## config.mk

```make
export PLATFORM = sky130hd
export DESIGN_NAME = bus_ioq_tracker
export DESIGN_NICKNAME = d
export VERILOG_FILES = /design/src/rtl/bus_ioq_pkg.sv /design/src/rtl/ioq_slot.sv /design/src/rtl/ioq_ctrl.sv /design/src/rtl/bus_ioq_tracker.sv
export SDC_FILE = /design/constraint.sdc
export NUM_CORES = 1
export LEC_CHECK = 0
export BUFFER_PORTS_ARGS = -buffer_cell sky130_fd_sc_hd__buf_4
export CAP_MARGIN = 25
export CORE_ASPECT_RATIO = 0.8
export CORE_UTILIZATION = 30
export CTS_CLUSTER_DIAMETER = 200
export DETAILED_ROUTE_END_ITERATION = 10
export PLACE_DENSITY_LB_ADDON = 0.12
export SLEW_MARGIN = 20
export SYNTH_ARGS = -nofsm -noshare
export SYNTH_HDL_FRONTEND = slang
export SYNTH_SLANG_ARGS = --single-unit
```

## constraint.sdc

```tcl
create_clock -name clk -period 5.6 [get_ports clk]
set_clock_uncertainty 0.05 [all_clocks]
set_input_delay 0.28 -clock clk [delete_from_list [all_inputs] [get_ports clk]]
set_output_delay 0.28 -clock clk [all_outputs]
set_load 0.02 [all_outputs]
```

## src/rtl/bus_ioq_pkg.sv

```systemverilog
package bus_ioq_pkg;

    typedef enum logic [2:0] {
        PH_EMPTY = 3'd0,
        PH_ERR   = 3'd1,
        PH_SNOOP = 3'd2,
        PH_RESP  = 3'd3,
        PH_DATA  = 3'd4
    } phase_e;

    localparam logic [2:0] RSP_FAIL  = 3'd1;
    localparam logic [2:0] RSP_DEFER = 3'd5;
    localparam logic [2:0] RSP_RETRY = 3'd6;

    // Codes that end a transaction without a data phase.
    function automatic logic rsp_ends_now(input logic [2:0] code);
        return (code == RSP_FAIL) || (code == RSP_DEFER) || (code == RSP_RETRY);
    endfunction

    // Codes permitted after a defer was sampled.
    function automatic logic rsp_ok_after_defer(input logic [2:0] code);
        return (code == RSP_DEFER) || (code == RSP_RETRY);
    endfunction

endpackage

```

## src/rtl/ioq_slot.sv

```systemverilog
module ioq_slot
    import bus_ioq_pkg::*;
(
    input  logic       clk,
    input  logic       rst_n,
    input  logic       alloc,
    input  logic       a_mem,
    input  logic       a_data,
    input  logic       a_own,
    input  logic       err_in,
    input  logic       snp_sel,
    input  logic       snp_hit,
    input  logic       snp_hitm,
    input  logic       snp_defer,
    input  logic       rsp_sel,
    input  logic [2:0] rsp_code,
    input  logic       dat_sel,
    output logic [2:0] phase_o,
    output logic       hit_o,
    output logic       iwb_o,
    output logic       own_o,
    output logic       retire_o,
    output logic       bad_rsp_o
);

    phase_e st_q, st_d;
    logic   mem_q, mem_d, want_q, want_d, own_q, own_d;
    logic   hit_q, hit_d, iwb_q, iwb_d, dfr_q, dfr_d;

    always_ff @(posedge clk) begin
        if (!rst_n) begin
            st_q   <= PH_EMPTY;
            mem_q  <= 1'b0;
            want_q <= 1'b0;
            own_q  <= 1'b0;
            hit_q  <= 1'b0;
            iwb_q  <= 1'b0;
            dfr_q  <= 1'b0;
        end else begin
            st_q   <= st_d;
            mem_q  <= mem_d;
            want_q <= want_d;
            own_q  <= own_d;
            hit_q  <= hit_d;
            iwb_q  <= iwb_d;
            dfr_q  <= dfr_d;
        end
    end

    always_comb begin
        st_d      = st_q;
        mem_d     = mem_q;
        want_d    = want_q;
        own_d     = own_q;
        hit_d     = hit_q;
        iwb_d     = iwb_q;
        dfr_d     = dfr_q;
        retire_o  = 1'b0;
        bad_rsp_o = 1'b0;
        unique case (st_q)
            PH_EMPTY: begin
                if (alloc) begin
                    st_d   = PH_ERR;
                    mem_d  = a_mem;
                    want_d = a_data;
                    own_d  = a_own;
                    hit_d  = 1'b0;
                    iwb_d  = 1'b0;
                    dfr_d  = 1'b0;
                end
            end
            PH_ERR: begin
                if (err_in) begin
                    st_d   = PH_RESP;
                    want_d = 1'b0;
                end else begin
                    st_d = mem_q ? PH_SNOOP : PH_RESP;
                end
            end
            PH_SNOOP: begin
                if (snp_sel) begin
                    st_d   = PH_RESP;
                    hit_d  = snp_hit;
                    iwb_d  = snp_hitm;
                    dfr_d  = snp_defer;
                    want_d = want_q | snp_hitm;
                end
            end
            PH_RESP: begin
                if (rsp_sel) begin
                    bad_rsp_o = dfr_q && !rsp_ok_after_defer(rsp_code);
                    if (bad_rsp_o || rsp_ends_now(rsp_code) || !want_q) begin
                        st_d     = PH_EMPTY;
                        retire_o = 1'b1;
                    end else begin
                        st_d = PH_DATA;
                    end
                end
            end
            PH_DATA: begin
                if (dat_sel) begin
                    st_d     = PH_EMPTY;
                    retire_o = 1'b1;
                end
            end
            default: st_d = PH_EMPTY;
        endcase
    end

    assign phase_o = st_q;
    assign hit_o   = hit_q & (st_q != PH_EMPTY);
    assign iwb_o   = iwb_q & (st_q != PH_EMPTY);
    assign own_o   = own_q & (st_q != PH_EMPTY);


    err_one_clock_chk: assert property (@(posedge clk) disable iff (!rst_n)
        st_q == PH_ERR |=> st_q != PH_ERR);


    data_after_resp_chk: assert property (@(posedge clk) disable iff (!rst_n)
        (st_q == PH_DATA && $past(st_q) != PH_DATA) |-> $past(st_q) == PH_RESP);

endmodule

```

## src/rtl/ioq_ctrl.sv

```systemverilog
module ioq_ctrl
    import bus_ioq_pkg::*;
#(
    parameter int MAX_DEPTH = 8,
    parameter int OWN_MAX   = 4,
    parameter int PTR_W     = 3,
    parameter int CNT_W     = 4
) (
    input  logic                          clk,
    input  logic                          rst_n,
    input  logic [CNT_W-1:0]              cfg_depth,
    input  logic                          req_valid,
    input  logic                          req_own,
    input  logic                          err_in,
    input  logic                          snp_valid,
    input  logic                          rsp_valid,
    input  logic                          dat_done,
    input  logic [MAX_DEPTH-1:0][2:0]     ph_i,
    input  logic [MAX_DEPTH-1:0]          retire_v,
    input  logic [MAX_DEPTH-1:0]          own_v,
    input  logic [MAX_DEPTH-1:0]          bad_v,
    output logic [PTR_W-1:0]              head_o,
    output logic [CNT_W-1:0]              count_o,
    output logic [MAX_DEPTH-1:0]          alloc_v,
    output logic [MAX_DEPTH-1:0]          snp_sel_v,
    output logic [MAX_DEPTH-1:0]          rsp_sel_v,
    output logic [MAX_DEPTH-1:0]          dat_sel_v,
    output logic                          proto_err,
    output logic                          resp_err
);

    logic [PTR_W-1:0] head_q, tail, snp_idx;
    logic [CNT_W-1:0] count_q, depth_q, own_cnt;
    logic             accept, retire, err_any, snp_found, proto_ev;
    logic             head_in_resp, head_in_data;

    function automatic logic [CNT_W-1:0] clamp_depth(input logic [CNT_W-1:0] c);
        if (c == '0) return CNT_W'(1);
        if (c > CNT_W'(MAX_DEPTH)) return CNT_W'(MAX_DEPTH);
        return c;
    endfunction

    assign own_cnt      = CNT_W'($countones(own_v));
    assign tail         = head_q + count_q[PTR_W-1:0];
    assign accept       = req_valid && (count_q < depth_q) &&
                          !(req_own && own_cnt >= CNT_W'(OWN_MAX));
    assign retire       = |retire_v;
    assign head_in_resp = ph_i[head_q] == PH_RESP;
    assign head_in_data = ph_i[head_q] == PH_DATA;

    always_comb begin
        err_any   = 1'b0;
        snp_found = 1'b0;
        snp_idx   = head_q;
        for (int i = 0; i < MAX_DEPTH; i++) begin
            if (ph_i[i] == PH_ERR) err_any = 1'b1;
            if (!snp_found && ph_i[head_q + PTR_W'(i)] == PH_SNOOP) begin
                snp_found = 1'b1;
                snp_idx   = head_q + PTR_W'(i);
            end
        end
    end

    always_comb begin
        alloc_v   = '0;
        snp_sel_v = '0;
        rsp_sel_v = '0;
        dat_sel_v = '0;
        if (accept)                    alloc_v[tail]     = 1'b1;
        if (snp_valid && snp_found)    snp_sel_v[snp_idx] = 1'b1;
        if (rsp_valid && head_in_resp) rsp_sel_v[head_q]  = 1'b1;
        if (dat_done && head_in_data)  dat_sel_v[head_q]  = 1'b1;
    end

    assign proto_ev = (req_valid && !accept) || (err_in && !err_any) ||
                      (snp_valid && !snp_found) || (rsp_valid && !head_in_resp) ||
                      (dat_done && !head_in_data);

    always_ff @(posedge clk) begin
        if (!rst_n) begin
            depth_q   <= clamp_depth(cfg_depth);
            head_q    <= '0;
            count_q   <= '0;
            proto_err <= 1'b0;
            resp_err  <= 1'b0;
        end else begin
            if (retire) head_q <= head_q + PTR_W'(1);
            unique case ({accept, retire})
                2'b10:   count_q <= count_q + CNT_W'(1);
                2'b01:   count_q <= count_q - CNT_W'(1);
                default: count_q <= count_q;
            endcase
            proto_err <= proto_err | proto_ev;
            resp_err  <= resp_err | (|bad_v);
        end
    end

    assign head_o  = head_q;
    assign count_o = count_q;


    count_within_depth_chk: assert property (@(posedge clk) disable iff (!rst_n)
        count_q <= depth_q);


    full_reject_chk: assert property (@(posedge clk) disable iff (!rst_n)
        (req_valid && count_q == depth_q) |=> (count_q <= $past(count_q) && proto_err));


    own_limit_chk: assert property (@(posedge clk) disable iff (!rst_n)
        own_cnt <= CNT_W'(OWN_MAX));


    stray_resp_chk: assert property (@(posedge clk) disable iff (!rst_n)
        (rsp_valid && !head_in_resp) |=> proto_err);


    proto_sticky_chk: assert property (@(posedge clk) disable iff (!rst_n)
        proto_err |=> proto_err);


    resp_sticky_chk: assert property (@(posedge clk) disable iff (!rst_n)
        resp_err |=> resp_err);

endmodule

```

## src/rtl/bus_ioq_tracker.sv

```systemverilog
module bus_ioq_tracker
    import bus_ioq_pkg::*;
#(
    parameter  int MAX_DEPTH = 8,
    parameter  int OWN_MAX   = 4,
    localparam int PTR_W     = $clog2(MAX_DEPTH),
    localparam int CNT_W     = $clog2(MAX_DEPTH + 1)
) (
    input  logic                     clk,
    input  logic                     rst_n,
    input  logic [CNT_W-1:0]         cfg_depth,
    input  logic                     req_valid,
    input  logic                     req_mem,
    input  logic                     req_data,
    input  logic                     req_own,
    input  logic                     err_in,
    input  logic                     snp_valid,
    input  logic                     snp_hit,
    input  logic                     snp_hitm,
    input  logic                     snp_defer,
    input  logic                     rsp_valid,
    input  logic [2:0]               rsp_code,
    input  logic                     dat_done,
    output logic [CNT_W-1:0]         occupancy,
    output logic [3*MAX_DEPTH-1:0]   phase_vec,
    output logic [MAX_DEPTH-1:0]     hit_vec,
    output logic [MAX_DEPTH-1:0]     iwb_vec,
    output logic                     proto_err,
    output logic                     resp_err
);

    logic [MAX_DEPTH-1:0][2:0] ph_all;
    logic [MAX_DEPTH-1:0]      retire_v, own_v, bad_v, hit_s, iwb_s;
    logic [MAX_DEPTH-1:0]      alloc_v, snp_sel_v, rsp_sel_v, dat_sel_v;
    logic [PTR_W-1:0]          head;

    ioq_ctrl #(
        .MAX_DEPTH(MAX_DEPTH), .OWN_MAX(OWN_MAX), .PTR_W(PTR_W), .CNT_W(CNT_W)
    ) u_ctrl (
        .clk(clk), .rst_n(rst_n), .cfg_depth(cfg_depth),
        .req_valid(req_valid), .req_own(req_own), .err_in(err_in),
        .snp_valid(snp_valid), .rsp_valid(rsp_valid), .dat_done(dat_done),
        .ph_i(ph_all), .retire_v(retire_v), .own_v(own_v), .bad_v(bad_v),
        .head_o(head), .count_o(occupancy), .alloc_v(alloc_v),
        .snp_sel_v(snp_sel_v), .rsp_sel_v(rsp_sel_v), .dat_sel_v(dat_sel_v),
        .proto_err(proto_err), .resp_err(resp_err)
    );

    for (genvar k = 0; k < MAX_DEPTH; k++) begin : g_slot
        ioq_slot u_slot (
            .clk(clk), .rst_n(rst_n), .alloc(alloc_v[k]),
            .a_mem(req_mem), .a_data(req_data), .a_own(req_own),
            .err_in(err_in), .snp_sel(snp_sel_v[k]), .snp_hit(snp_hit),
            .snp_hitm(snp_hitm), .snp_defer(snp_defer), .rsp_sel(rsp_sel_v[k]),
            .rsp_code(rsp_code), .dat_sel(dat_sel_v[k]), .phase_o(ph_all[k]),
            .hit_o(hit_s[k]), .iwb_o(iwb_s[k]), .own_o(own_v[k]),
            .retire_o(retire_v[k]), .bad_rsp_o(bad_v[k])
        );
    end

    // Present entries by age: position 0 is the oldest.
    for (genvar i = 0; i < MAX_DEPTH; i++) begin : g_age
        logic [PTR_W-1:0] slot_of_age;
        assign slot_of_age       = head + PTR_W'(i);
        assign phase_vec[3*i +: 3] = ph_all[slot_of_age];
        assign hit_vec[i]        = hit_s[slot_of_age];
        assign iwb_vec[i]        = iwb_s[slot_of_age];
    end


    snoop_single_target_chk: assert property (@(posedge clk) disable iff (!rst_n)
        $countones(snp_sel_v | rsp_sel_v | dat_sel_v) <= 3 && $onehot0(snp_sel_v));

endmodule

```

==> parameters.txt <==
Parameter                              Value

Worst setup path
  Data arrival time of the critical path    between 5 and 6 ns
  Slowest stage cell on the critical path    sky130_fd_sc_hd__fa_1
  Crit-path max FO    5
  Required time worst endpoint    roughly 5.8 ns
  Type of destination of the critical path    flop
  Slowest cell delay on critical path    roughly 0.53 ns
  Startpoint types    flop
  Kind of critical path    reg2reg
  Critical Path, Cell by Cell    or3_1 > and2_1 > ha_1 > fa_1 > inv_1 > fa_1 > nor2_1 > nand2_1 > fa_1 > nand2_1 > a221oi_1 > inv_1 > nor2_1 > inv_1 > or3_1 > o22ai_2 > a21oi_1 > a32o_1

GRT
  Met1 Usage GRT    between 30% and 40%
  First-pass GRT wire length    42270 µm
  GR met3 Demand/Resource    5.960%
  Routing usage on met2    between 30 and 40%
  All-Layer GR Usage    22.82%
  Vias in the first global route    6685
  Global-route congestion overflow total    0
  Highest-utilization routing layer at the global route stage    met1
  Pin count of the biggest net entering global routing    57
  Initial antenna violation count    0

Power
  Worst vdd ir    0.1512 mV
  NetSw    0.0009239 W
  Logic gate share of total power    between 40 and 50%
  Sw Ratio    41.05%
  Leakage Power    3.364 nW
  Clock share of power    27.3%
  Int Power    0.001327 W
  Power share of the sequential group    31.6%
  Areal power density over the cells    266.6 mW/mm²

Cells and area
  Footprint of the multi-input gates    0.005106 mm²
  Synth-to-Final Area Change    16.15%
  Seq. cell area    0.001743 mm²
  Filler Cell Count    ~2500
  Net total in the final layout    998
  Ant diodes    0
  Layout cell share with drive strength beyond 1    around a fifth
  Post-route standard cell area excluding fillers    0.008441 mm²

Floorplanning
  Die extent in x    176.0 µm
  I/O Pins    66
  Die outline height    141.2 µm
  Area of the core    0.02359 mm²
  Overall die area    0.02485 mm²
  Starting density of the core    30.81%
  Cell Rows    50

Clock network
  Post-CTS resize count    0
  Clock latency on the worst-skew pair    0.35 ns
  Clock buffers created by TritonCTS    9
  Root cell of the clock tree    sky130_fd_sc_hd__clkbuf_16
  Hold Buf Count CTS    0
  Clk slew on worst S/H paths    roughly 0.070 ns
  Total number of H-tree levels    3
  Setup repair bufs after CTS    0
  TritonCTS Sinks    85
  Largest buffer count on any clock path    2
  TritonCTS clock tree    built

Timing
  Unrepaired setup endpoints after global routing    no
  Pins Over Slew Limit    0
  Slew margin rel.    33.47%
  Final number of hold-violating endpoints    0
  TNS Setup    0 ns
  Hold slack    0.08168 ns
  Crit path time final    5.275 ns
  Final setup fails    0
  Final clock period utilization by the worst path    94.20%
  Fmax    189.6 MHz
  Transition at the pin with the smallest max-transition slack    0.9876 ns

Route
  Remaining routing DRC violations    0
  Average wire per standard cell    21.88 µm
  Initial DRC count    796
  Total vias in the final route    ~7300
  Number of routed nets with antenna violations    0
  First-pass iteration count of the detailed router    5
  Wire length after detailed routing    between 20000 and 30000 µm
  Via density per instance    5.752

Logic synthesis
  Portion of synthesized cell area occupied by the leading cell type    approximately 22%
  Number of distinct standard cells referenced by the synthesized netlist    88
  Largest cells by area after synthesis    sky130_fd_sc_hd__dfxtp_1, sky130_fd_sc_hd__mux4_2, sky130_fd_sc_hd__nand2_1, sky130_fd_sc_hd__mux2i_1, sky130_fd_sc_hd__nor2_1
  Most frequently used flop master after synthesis    sky130_fd_sc_hd__dfxtp_1
  Avg Cell Area, Syn    between 8 and 9 µm²
  Number of enable flip-flop cells after synthesis    4
  Mapped Cells    904
  Number of storage elements in the synthesis netlist    85
  Nets in the synthesized netlist    ~950
  Largest area contributor in the netlist    sky130_fd_sc_hd__dfxtp_1
  Async set-reset flop share out of synthesis    0%
  Synth warn    0
  Commonest cells post-synth    sky130_fd_sc_hd__nand2_1, sky130_fd_sc_hd__nor2_1, sky130_fd_sc_hd__dfxtp_1
  Dominant cell by count in the synthesized netlist    sky130_fd_sc_hd__nand2_1
  Sequential fraction of the synthesis area    23.97%
  Post-synthesis cell area    0.007267 mm²

Placement
  Count of input and output buffers    65
  Last weighted congestion value of the routability-driven placer    roughly 0.9
  DP Area    0.008140 mm²
  DP Wirelength    between 20000 and 25000 µm

Run status
  Result of the run    complete, no violations

Job
  Reported max-cap violation count    0

Min path
  Worst hold path type    in2reg
[cells by family (layout without fill, tap and decap cells)]
group                      count (synthesis)  count (layout)  share of synthesized area [%]
muxes                                     84              84                          17.70
AOI/OAI and AO/OA                        185             185                          17.89
and+or+nand+nor                          415             415                          28.53
adders and majority gates                 23              23                          4.580
DFF                                       85              85                          23.97
buffers and inverters                    100             156                          5.785
xor gates and xnor gates                  12              12                          1.550
[worst paths after layout]
check	end	slack, ns	cells after the start	from
max	g_slot[4].u_slot.hit_q$_SDFFE_PN0P_	0.32	18	g_slot[6].u_slot.phase_o[2]$_SDFFE_PN0P_
min	u_ctrl.depth_q[3]$_SDFFCE_PP0N_	0.08	1	cfg_depth[3]
max reg2reg	g_slot[4].u_slot.hit_q$_SDFFE_PN0P_	0.32	18	g_slot[6].u_slot.phase_o[2]$_SDFFE_PN0P_
min reg2reg	u_ctrl.resp_err$_SDFF_PN0_	0.41	2	u_ctrl.resp_err$_SDFF_PN0_
[power by group through the flow]
stage	clock network (W)	logic, W	registers, W
6_report	0.000613	0.000926	0.000711
5_1_grt	0.000645	0.000996	0.000718
4_1_cts	0.000626	0.000910	0.000710
3_5_place_dp	0	0.000906	0.000723
3_3_place_gp	0	0.000911	0.000724
2_1_floorplan	0	0.000607	0.000711
[metal layers]
metal  routed length (µm)  up-vias
met5                    0        -
met4                  355        0
li1                     -     3421
met3                 2583       20
met1                13460     3599
met2                11440      277
[stage by stage]
step	worst slack, ns	instances	utilization, %	power (W)
floorplan	0.6071	904	-	0.001317
global placement	0.4882	1255	34.51	0.001635
detailed placement	0.3306	1255	34.51	0.001629
CTS	0.3334	1271	35.77	0.002245
global route	0.01672	1272	35.79	0.002360
finish	0.3248	1272	35.79	0.002250
[state kept, by name (all words and copies together), names as in the netlist]
register               count
g_slot.u_slot.phase_o     24
g_slot.u_slot.dfr_q        8
g_slot.u_slot.hit_q        8
g_slot.u_slot.iwb_q        8
g_slot.u_slot.mem_q        8
g_slot.u_slot.own_q        8
g_slot.u_slot.want_q       8
u_ctrl.count_o             4
u_ctrl.depth_q             4
u_ctrl.head_o              3
u_ctrl.proto_err           1
u_ctrl.resp_err            1
[placed cells by master (no fill, tap or decap), types with 5 or more instances in the layout]
master,Yosys,layout
sky130_fd_sc_hd__nand4_1,20,20
sky130_fd_sc_hd__or4b_1,5,5
sky130_fd_sc_hd__nand3_1,51,51
sky130_fd_sc_hd__o21ai_1,5,5
sky130_fd_sc_hd__ha_1,17,17
sky130_fd_sc_hd__buf_4,2,101
sky130_fd_sc_hd__a21o_1,7,7
sky130_fd_sc_hd__xnor2_1,7,7
sky130_fd_sc_hd__a31oi_1,13,13
sky130_fd_sc_hd__inv_2,5,5
sky130_fd_sc_hd__a2111oi_0,6,5
sky130_fd_sc_hd__or3_1,15,15
sky130_fd_sc_hd__a211oi_1,10,10
sky130_fd_sc_hd__mux4_2,30,30
sky130_fd_sc_hd__nand2b_1,10,10
sky130_fd_sc_hd__nor4_1,5,5
sky130_fd_sc_hd__nor3b_1,6,6
sky130_fd_sc_hd__and3_1,8,8
sky130_fd_sc_hd__inv_1,32,32
sky130_fd_sc_hd__nand2_1,133,133
sky130_fd_sc_hd__and2_1,14,14
sky130_fd_sc_hd__nor2b_1,17,17
sky130_fd_sc_hd__o21ai_0,46,46
sky130_fd_sc_hd__fa_1,6,6
sky130_fd_sc_hd__mux2i_1,46,46
sky130_fd_sc_hd__a221oi_1,5,5
sky130_fd_sc_hd__a32o_1,7,7
sky130_fd_sc_hd__nor2_1,86,86
sky130_fd_sc_hd__clkbuf_16,0,10
sky130_fd_sc_hd__nand3b_1,7,7
sky130_fd_sc_hd__dfxtp_1,81,80
sky130_fd_sc_hd__a21oi_1,34,34
sky130_fd_sc_hd__nor3_1,19,19
[critical path: cells and delay by family (launching register included)]
kind            cells  cell delay, ns
compound gates      4            1.06
flops               1            0.30
simple gates        7            1.68
fa+ha+maj           4            1.73
buf+inv             3            0.36
[layout make-up]
class | count | share of cell area, %
sequential | 85 | 20.65
multi-input combinational | 719 | 60.50
inverter | 38 | 1.690
clock buffer | 11 | 3.009
clock inverter | 5 | 0.4892
timing repair buffer | 102 | 9.042
tap | 312 | 4.625
Power figures use the tool's default switching activity.
